File: config.mk
export PLATFORM = sky130hd
export DESIGN_NAME = uart_lb_mapper
export DESIGN_NICKNAME = d
export VERILOG_FILES = /design/src/rtl/uart_lb_pkg.sv /design/src/rtl/uart_lb_mode.sv /design/src/rtl/uart_lb_modem.sv /design/src/rtl/uart_lb_route.sv /design/src/rtl/uart_lb_mapper.sv
export SDC_FILE = /design/constraint.sdc
export NUM_CORES = 1
export LEC_CHECK = 0
export ABC_AREA = 1
export BUFFER_PORTS_ARGS = -buffer_cell sky130_fd_sc_hd__clkbuf_2
export CAP_MARGIN = 20
export CORE_ASPECT_RATIO = 0.6
export CORE_MARGIN = 2
export CORE_UTILIZATION = 46
export CTS_CLUSTER_SIZE = 24
export DETAILED_ROUTE_END_ITERATION = 10
export PLACE_DENSITY = 0.8
export SLEW_MARGIN = 20
export SYNTH_ARGS = -nofsm -noshare
export SYNTH_HDL_FRONTEND = slang
export SYNTH_SLANG_ARGS = --single-unit
File: constraint.sdc
create_clock -name clk -period 1.75 [get_ports clk]
set_input_delay 0.175 -clock clk [delete_from_list [all_inputs] [get_ports clk]]
set_output_delay 0.175 -clock clk [all_outputs]
set_load 0.005 [all_outputs]
File: src/rtl/uart_lb_pkg.sv
package uart_lb_pkg;

    localparam int MS_W = 4;

    // bit 3..0 = dsr, dcd, cts, ri
    typedef struct packed {
        logic dsr;
        logic dcd;
        logic cts;
        logic ri;
    } modem_t;

    typedef struct packed {
        logic lbe;
        logic out2;
        logic out1;
        logic rts;
        logic dtr;
    } ctrl_t;

    typedef enum logic [1:0] {
        SRC_NONE = 2'd0,
        SRC_TX   = 2'd1,
        SRC_BRK  = 2'd2,
        SRC_EXT  = 2'd3
    } rx_src_e;

    function automatic modem_t loop_map(input ctrl_t c);
        modem_t m;
        m.ri  = c.out2;
        m.dcd = c.out1;
        m.cts = c.rts;
        m.dsr = c.dtr;
        return m;
    endfunction

endpackage

File: src/rtl/uart_lb_mode.sv
module uart_lb_mode (
    input  logic clk,
    input  logic rst,
    input  logic ctrl_wr,
    input  logic ctrl_lbe,
    input  logic lcr_wr,
    input  logic lcr_brk,
    output logic lbe_q,
    output logic brk_rise
);
    logic brk_q;

    always_ff @(posedge clk) begin
        if (rst) begin
            lbe_q <= 1'b0;
            brk_q <= 1'b0;
        end else begin
            if (ctrl_wr) lbe_q <= ctrl_lbe;
            if (lcr_wr)  brk_q <= lcr_brk;
        end
    end

    // break only diverted into receive path while looping back
    assign brk_rise = lcr_wr && lcr_brk && !brk_q && lbe_q;

    // a second break-on write without an intervening clear never rises
    p_brk_once_r6: assert property (@(posedge clk) disable iff (rst)
        brk_rise |=> !(lcr_wr && lcr_brk && !ctrl_wr && brk_rise));

endmodule

File: src/rtl/uart_lb_modem.sv
module uart_lb_modem
    import uart_lb_pkg::*;
#(
    parameter int SYNC_STAGES = 2
) (
    input  logic             clk,
    input  logic             rst,
    input  logic             ctrl_wr,
    input  ctrl_t            wr_ctrl,
    input  logic             lbe_q,
    input  logic             flag_wr,
    input  modem_t           ext_pins,
    output modem_t           flags,
    output logic [MS_W-1:0]  irq_set,
    output logic [MS_W-1:0]  irq_clr
);
    modem_t pins_s;

    generate
        if (SYNC_STAGES == 0) begin : g_nosync
            assign pins_s = ext_pins;
        end else begin : g_sync
            modem_t chain [SYNC_STAGES];
            always_ff @(posedge clk) begin
                if (rst) begin
                    for (int i = 0; i < SYNC_STAGES; i++) chain[i] <= '0;
                end else begin
                    chain[0] <= ext_pins;
                    for (int i = 1; i < SYNC_STAGES; i++) chain[i] <= chain[i-1];
                end
            end
            assign pins_s = chain[SYNC_STAGES-1];
        end
    endgenerate

    logic   map_now;
    modem_t mapped;

    assign map_now = ctrl_wr && wr_ctrl.lbe;
    assign mapped  = loop_map(wr_ctrl);

    always_ff @(posedge clk) begin
        if (rst) begin
            flags   <= '0;
            irq_set <= '0;
            irq_clr <= '0;
        end else begin
            irq_set <= '0;
            irq_clr <= '0;
            if (map_now) begin
                flags   <= mapped;
                irq_clr <= '1;
                irq_set <= mapped;
            end else if (ctrl_wr || !lbe_q) begin
                flags <= pins_s;
            end
        end
    end

    // each control output lands on its own status bit
    p_ri_out2_r2: assert property (@(posedge clk) disable iff (rst)
        (ctrl_wr && wr_ctrl.lbe) |=> (flags.ri == $past(wr_ctrl.out2)));
    p_dsr_dtr_r2: assert property (@(posedge clk) disable iff (rst)
        (ctrl_wr && wr_ctrl.lbe) |=> (flags.dsr == $past(wr_ctrl.dtr)));
    // flags hold while loopback stays on
    p_hold_lb_r3: assert property (@(posedge clk) disable iff (rst)
        (lbe_q && !ctrl_wr) |=> $stable(flags));
    // set requests only travel with a full clear
    p_set_with_clr_r4: assert property (@(posedge clk) disable iff (rst)
        (irq_set != '0) |-> (irq_clr == '1));
    p_clr_pulse_r4: assert property (@(posedge clk) disable iff (rst)
        (irq_clr != '0) |=> (irq_clr == '0) || $past(ctrl_wr));
    // flag register writes leave flags alone in loopback
    p_flag_wr_r9: assert property (@(posedge clk) disable iff (rst)
        (flag_wr && lbe_q && !ctrl_wr) |=> $stable(flags));

endmodule

File: src/rtl/uart_lb_route.sv
module uart_lb_route
    import uart_lb_pkg::*;
#(
    parameter int DATA_W = 8
) (
    input  logic              clk,
    input  logic              rst,
    input  logic              lbe_q,
    input  logic              tx_wr,
    input  logic [DATA_W-1:0] tx_data,
    input  logic              brk_rise,
    input  logic              ext_valid,
    input  logic [DATA_W-1:0] ext_data,
    output logic              push_valid,
    output logic [DATA_W-1:0] push_data,
    output logic              push_brk
);
    rx_src_e src;

    always_comb begin
        src = SRC_NONE;
        if (lbe_q) begin
            if (tx_wr)         src = SRC_TX;
            else if (brk_rise) src = SRC_BRK;
        end else if (ext_valid) begin
            src = SRC_EXT;
        end
    end

    always_ff @(posedge clk) begin
        if (rst) begin
            push_valid <= 1'b0;
            push_data  <= '0;
            push_brk   <= 1'b0;
        end else begin
            push_valid <= (src != SRC_NONE);
            push_brk   <= (src == SRC_BRK);
            unique case (src)
                SRC_TX:  push_data <= tx_data;
                SRC_EXT: push_data <= ext_data;
                default: push_data <= '0;
            endcase
        end
    end

    // transmit write is echoed unchanged
    p_tx_echo_r5: assert property (@(posedge clk) disable iff (rst)
        (lbe_q && tx_wr) |=> (push_valid && !push_brk && push_data == $past(tx_data)));
    // external input is dropped while looping back
    p_ext_drop_r7: assert property (@(posedge clk) disable iff (rst)
        (lbe_q && !tx_wr && !brk_rise) |=> !push_valid);
    // loopback off never echoes transmit data
    p_no_echo_off_r8: assert property (@(posedge clk) disable iff (rst)
        (!lbe_q && !ext_valid) |=> !push_valid);

endmodule

File: src/rtl/uart_lb_mapper.sv
module uart_lb_mapper
    import uart_lb_pkg::*;
#(
    parameter int DATA_W      = 8,
    parameter int SYNC_STAGES = 2
) (
    input  logic              clk,
    input  logic              rst,
    input  logic              ctrl_wr,
    input  logic              ctrl_lbe,
    input  logic              ctrl_out1,
    input  logic              ctrl_out2,
    input  logic              ctrl_rts,
    input  logic              ctrl_dtr,
    input  logic              tx_wr,
    input  logic [DATA_W-1:0] tx_data,
    input  logic              lcr_wr,
    input  logic              lcr_brk,
    input  logic              flag_wr,
    input  logic              ext_rx_valid,
    input  logic [DATA_W-1:0] ext_rx_data,
    input  logic              ext_ri,
    input  logic              ext_dcd,
    input  logic              ext_cts,
    input  logic              ext_dsr,
    output logic [3:0]        modem_flags,
    output logic [3:0]        ms_irq_set,
    output logic [3:0]        ms_irq_clr,
    output logic              rx_push_valid,
    output logic [DATA_W-1:0] rx_push_data,
    output logic              rx_push_brk
);
    logic   lbe_q;
    logic   brk_rise;
    ctrl_t  wr_ctrl;
    modem_t pins;
    modem_t flags;

    assign wr_ctrl = '{lbe: ctrl_lbe, out2: ctrl_out2, out1: ctrl_out1,
                       rts: ctrl_rts, dtr: ctrl_dtr};
    assign pins    = '{dsr: ext_dsr, dcd: ext_dcd, cts: ext_cts, ri: ext_ri};

    uart_lb_mode u_mode (
        .clk      (clk),
        .rst      (rst),
        .ctrl_wr  (ctrl_wr),
        .ctrl_lbe (ctrl_lbe),
        .lcr_wr   (lcr_wr),
        .lcr_brk  (lcr_brk),
        .lbe_q    (lbe_q),
        .brk_rise (brk_rise)
    );

    uart_lb_modem #(.SYNC_STAGES(SYNC_STAGES)) u_modem (
        .clk      (clk),
        .rst      (rst),
        .ctrl_wr  (ctrl_wr),
        .wr_ctrl  (wr_ctrl),
        .lbe_q    (lbe_q),
        .flag_wr  (flag_wr),
        .ext_pins (pins),
        .flags    (flags),
        .irq_set  (ms_irq_set),
        .irq_clr  (ms_irq_clr)
    );

    assign modem_flags = flags;

    uart_lb_route #(.DATA_W(DATA_W)) u_route (
        .clk        (clk),
        .rst        (rst),
        .lbe_q      (lbe_q),
        .tx_wr      (tx_wr),
        .tx_data    (tx_data),
        .brk_rise   (brk_rise),
        .ext_valid  (ext_rx_valid),
        .ext_data   (ext_rx_data),
        .push_valid (rx_push_valid),
        .push_data  (rx_push_data),
        .push_brk   (rx_push_brk)
    );

    // input assumption: one register write per clock
    p_one_write: assert property (@(posedge clk) disable iff (rst)
        $onehot0({ctrl_wr, tx_wr, lcr_wr, flag_wr}));
    // a break entry always carries zero data
    p_brk_zero_r6: assert property (@(posedge clk) disable iff (rst)
        rx_push_brk |-> (rx_push_valid && rx_push_data == '0));
    // nothing is pushed right after reset
    p_quiet_reset_r1: assert property (@(posedge clk)
        $past(rst) |-> (!rx_push_valid && ms_irq_clr == '0));

endmodule

==> summary.md <==
| Metric | Value |
|---|---|
| Starting density of the core | `48.0%` |
| Initial antenna violation count | `0` |
| CTS Hold Buffers Added | `0` |
| Slowest CP cell | `dfxtp_1` |
| Static Leakage | `0.000742 uW` |
| Area grow syn2layout | `33.4%` |
| RSZ-0062 raised after global routing | `no` |
| Synth top area cells | `dfxtp_1 (56%), nor2_1 (9.1%), nand2_1 (8.4%)` |
| Die area | `0.00265 mm2` |
| Reg2reg path depth | `3` |
| Final #Nets | `219` |
| Hold Crit Depth | `3` |
| Vias in the first global route | `748` |
| DIE HEIGHT | `40.7 um` |
| Crit-path max FO | `8` |
| Power Dens Cells | `roughly 1000 mW/mm2` |
| Overflow left after global routing | `0` |
| HPWL after DPL | `1570 um` |
| Peak VDD IR | `0.000612 V` |
| Syn_nets | `166` |
| Design area | `between 0.001 and 0.0015 mm2` |
| Total negative slack | `0 ns` |
| Root buffer cell | `clkbuf_8` |
| Fin util | `64.0%` |
| Req. time, crit path | `1.94 ns` |
| Num rows | `13` |
| Routability cong. | `about 0.73` |
| Final setup fails | `0` |
| Worst slew margin | `a little over two thirds` |
| Htree depth | `2` |
| Avg WL per Cell | `9.30 um` |
| Worst Setup Start Kind | `register` |
| R2R setup slack | `0.75 ns` |
| Hold EP | `u_modem.g_sync.chain[0][2]$_SDFF_PP0_` |
| # Max-Cap Violations | `0` |
| Leading area contributor after synthesis | `dfxtp_1` |
| First-pass GRT wire length | `3090 um` |
| Area after DPL | `0.00129 mm2` |
| Skew-Pair Late Insertion Delay | `0.26 ns` |
| Area share of the largest cell type after synthesis | `56.3%` |
| Min-delay src | `ext_dcd` |
| Hold Path Class | `primary input to register` |
| Netlist cell types | `13` |
| Buffers added on ports | `between 50 and 60` |
| CTS tree | `yes` |
| CP cell instances | `nor2_2 > nand2_1 > a21oi_1` |
| Fin. Hold Viols | `0` |
| Via Count | `approximately 940` |
| R2r startpoint | `u_mode.lbe_q$_SDFFE_PP0P_` |
| DRC Markers | `0` |
| CTS max path bufs | `2` |
| Antenna Nets Post-Route | `0` |
| R2R Path End | `u_route.push_data[1]$_SDFF_PP0_` |
| WHS | `0.0920 ns` |
| Slowest stage delay, CP | `0.37 ns` |
| Fmax | `~1.0 GHz` |
| Commonest non-fill, non-tap cell in the layout | `clkbuf_2` |
| GRT Util Overall | `16.4%` |
| Share of layout cells above drive strength 1 | `between 30 and 40%` |
| Cell family with most CP delay | `simple AND/OR/NAND/NOR gates` |
| Register bit total from synthesis | `29` |
| Mean Syn Cell Area | `7.75 um2` |
| Synthesized area | `0.00103 mm2` |
| Register area share after synthesis | `56.3%` |
| Die width | `65.1 um` |
| Slew Limit Fails | `0` |
| Status | `finished, final reports clean` |
| Slew @ Worst Pin | `0.456 ns` |
| IO Count | `55` |
| Drt first pass iters | `4` |
| Antenna cells | `0` |
| CP arrival | `1.19 ns` |
| Critical path class | `register to register` |
| Clock-pin slew on the worst setup and hold paths | `0.05 ns` |
| Crit path buf inv count | `0` |
| Crit end category | `register` |
| Most frequent cells in the layout | `clkbuf_2 (53), dfxtp_1 (29), nor2_1 (25)` |
| Pin count of the biggest net entering global routing | `25` |
| Synth warnings | `0` |
| Core area | `0.00215 mm2` |
| Crit path time final | `1.00 ns` |
| Mapped Cells | `133` |
| Fin crit share | `between 50% and 60%` |
| Vias per cell | `4.34` |
| Post-CTS Setup Bufs | `0` |
| Clk_skew | `around 0.00096 ns` |
| Violation count after the first detailed-route iteration | `29` |
| Post-CTS resize count | `0` |
| Clk sink count | `29` |
| CTS Buf Count | `5` |
| WL final | `between 2000 and 2500 um` |
## power breakdown
part | switching [uW] | internal (uW)
combinational | 69.7 | 61.6
clock | 210 | 311
sequential | 12.0 | 692
total | 291 | 1060
## logic make-up (layout without fill, tap and decap cells)
family	after synthesis	in the layout	share of synthesized area, %
compound gates	18	18	8.98
simple gates	58	58	22.6
buf+inv	28	81	12.1
flops	29	29	56.3
## worst max-delay path by stage
stage | startpoint | end | slack [ns] | depth (start not counted)
global route | u_mode.lbe_q$_SDFFE_PP0P_ | u_route.push_data[1]$_SDFF_PP0_ | 0.65 | 3
detailed placement | rst | u_mode.lbe_q$_SDFFE_PP0P_ | 0.66 | 4
floorplan | u_mode.lbe_q$_SDFFE_PP0P_ | u_modem.flags[0]$_SDFFE_PP0P_ | 0.92 | 3
CTS | u_mode.lbe_q$_SDFFE_PP0P_ | u_route.push_data[1]$_SDFF_PP0_ | 0.75 | 3
global placement | rst | u_mode.lbe_q$_SDFFE_PP0P_ | 0.68 | 4
finish | u_mode.lbe_q$_SDFFE_PP0P_ | u_route.push_data[1]$_SDFF_PP0_ | 0.75 | 3
## worst reg2reg max path, cell delays in order (launching register included)
cell     delay, ns
dfxtp_1       0.37
nor2_2        0.30
nand2_1       0.10
a21oi_1       0.16
## flip-flops by register name (all words and copies together), names as in the netlist
register	flops
u_mode.brk_q	1
u_mode.lbe_q	1
u_modem.flags	4
u_modem.g_sync.chain	8
u_modem.irq_clr	1
u_modem.irq_set	4
u_route.push_brk	1
u_route.push_data	8
u_route.push_valid	1
## cell usage after synthesis, drive strengths merged
cell type and instances:
dfxtp 29, nor2 26, nand2 24, inv 20, a21oi 12, nand3 8, buf 7, o21ai 5
clkinv 1, o21a 1
## final cells by class
cell class                 count  area [um2]
clock buffer                   7        86.3
timing repair buffer          53         265
inverter                      21        80.1
tap                           30        37.5
fill                         199         772
sequential                    29         581
multi-input combinational     76         325
## metrics by stage
| stage | cells | setup slack [ns] | power [uW] |
|---|---|---|---|
| global placement | 209 | 0.680 | 845 |
| floorplan | 133 | 0.919 | 786 |
| finish | 216 | 0.750 | 1360 |
| detailed placement | 209 | 0.662 | 850 |
| global route | 216 | 0.647 | 1430 |
| CTS | 216 | 0.747 | 1370 |
## per-layer routing
| layer | global-route usage, % | routed length (um) | vias up |
|---|---|---|---|
| met5 | 0 | 0 | - |
| met4 | 6.25 | 26 | 0 |
| met3 | 7.69 | 152 | 4 |
| met2 | 27.6 | 937 | 34 |
| met1 | 19.1 | 893 | 398 |
| li1 | - | - | 502 |
Note: power is estimated with default switching activity, not from simulation.
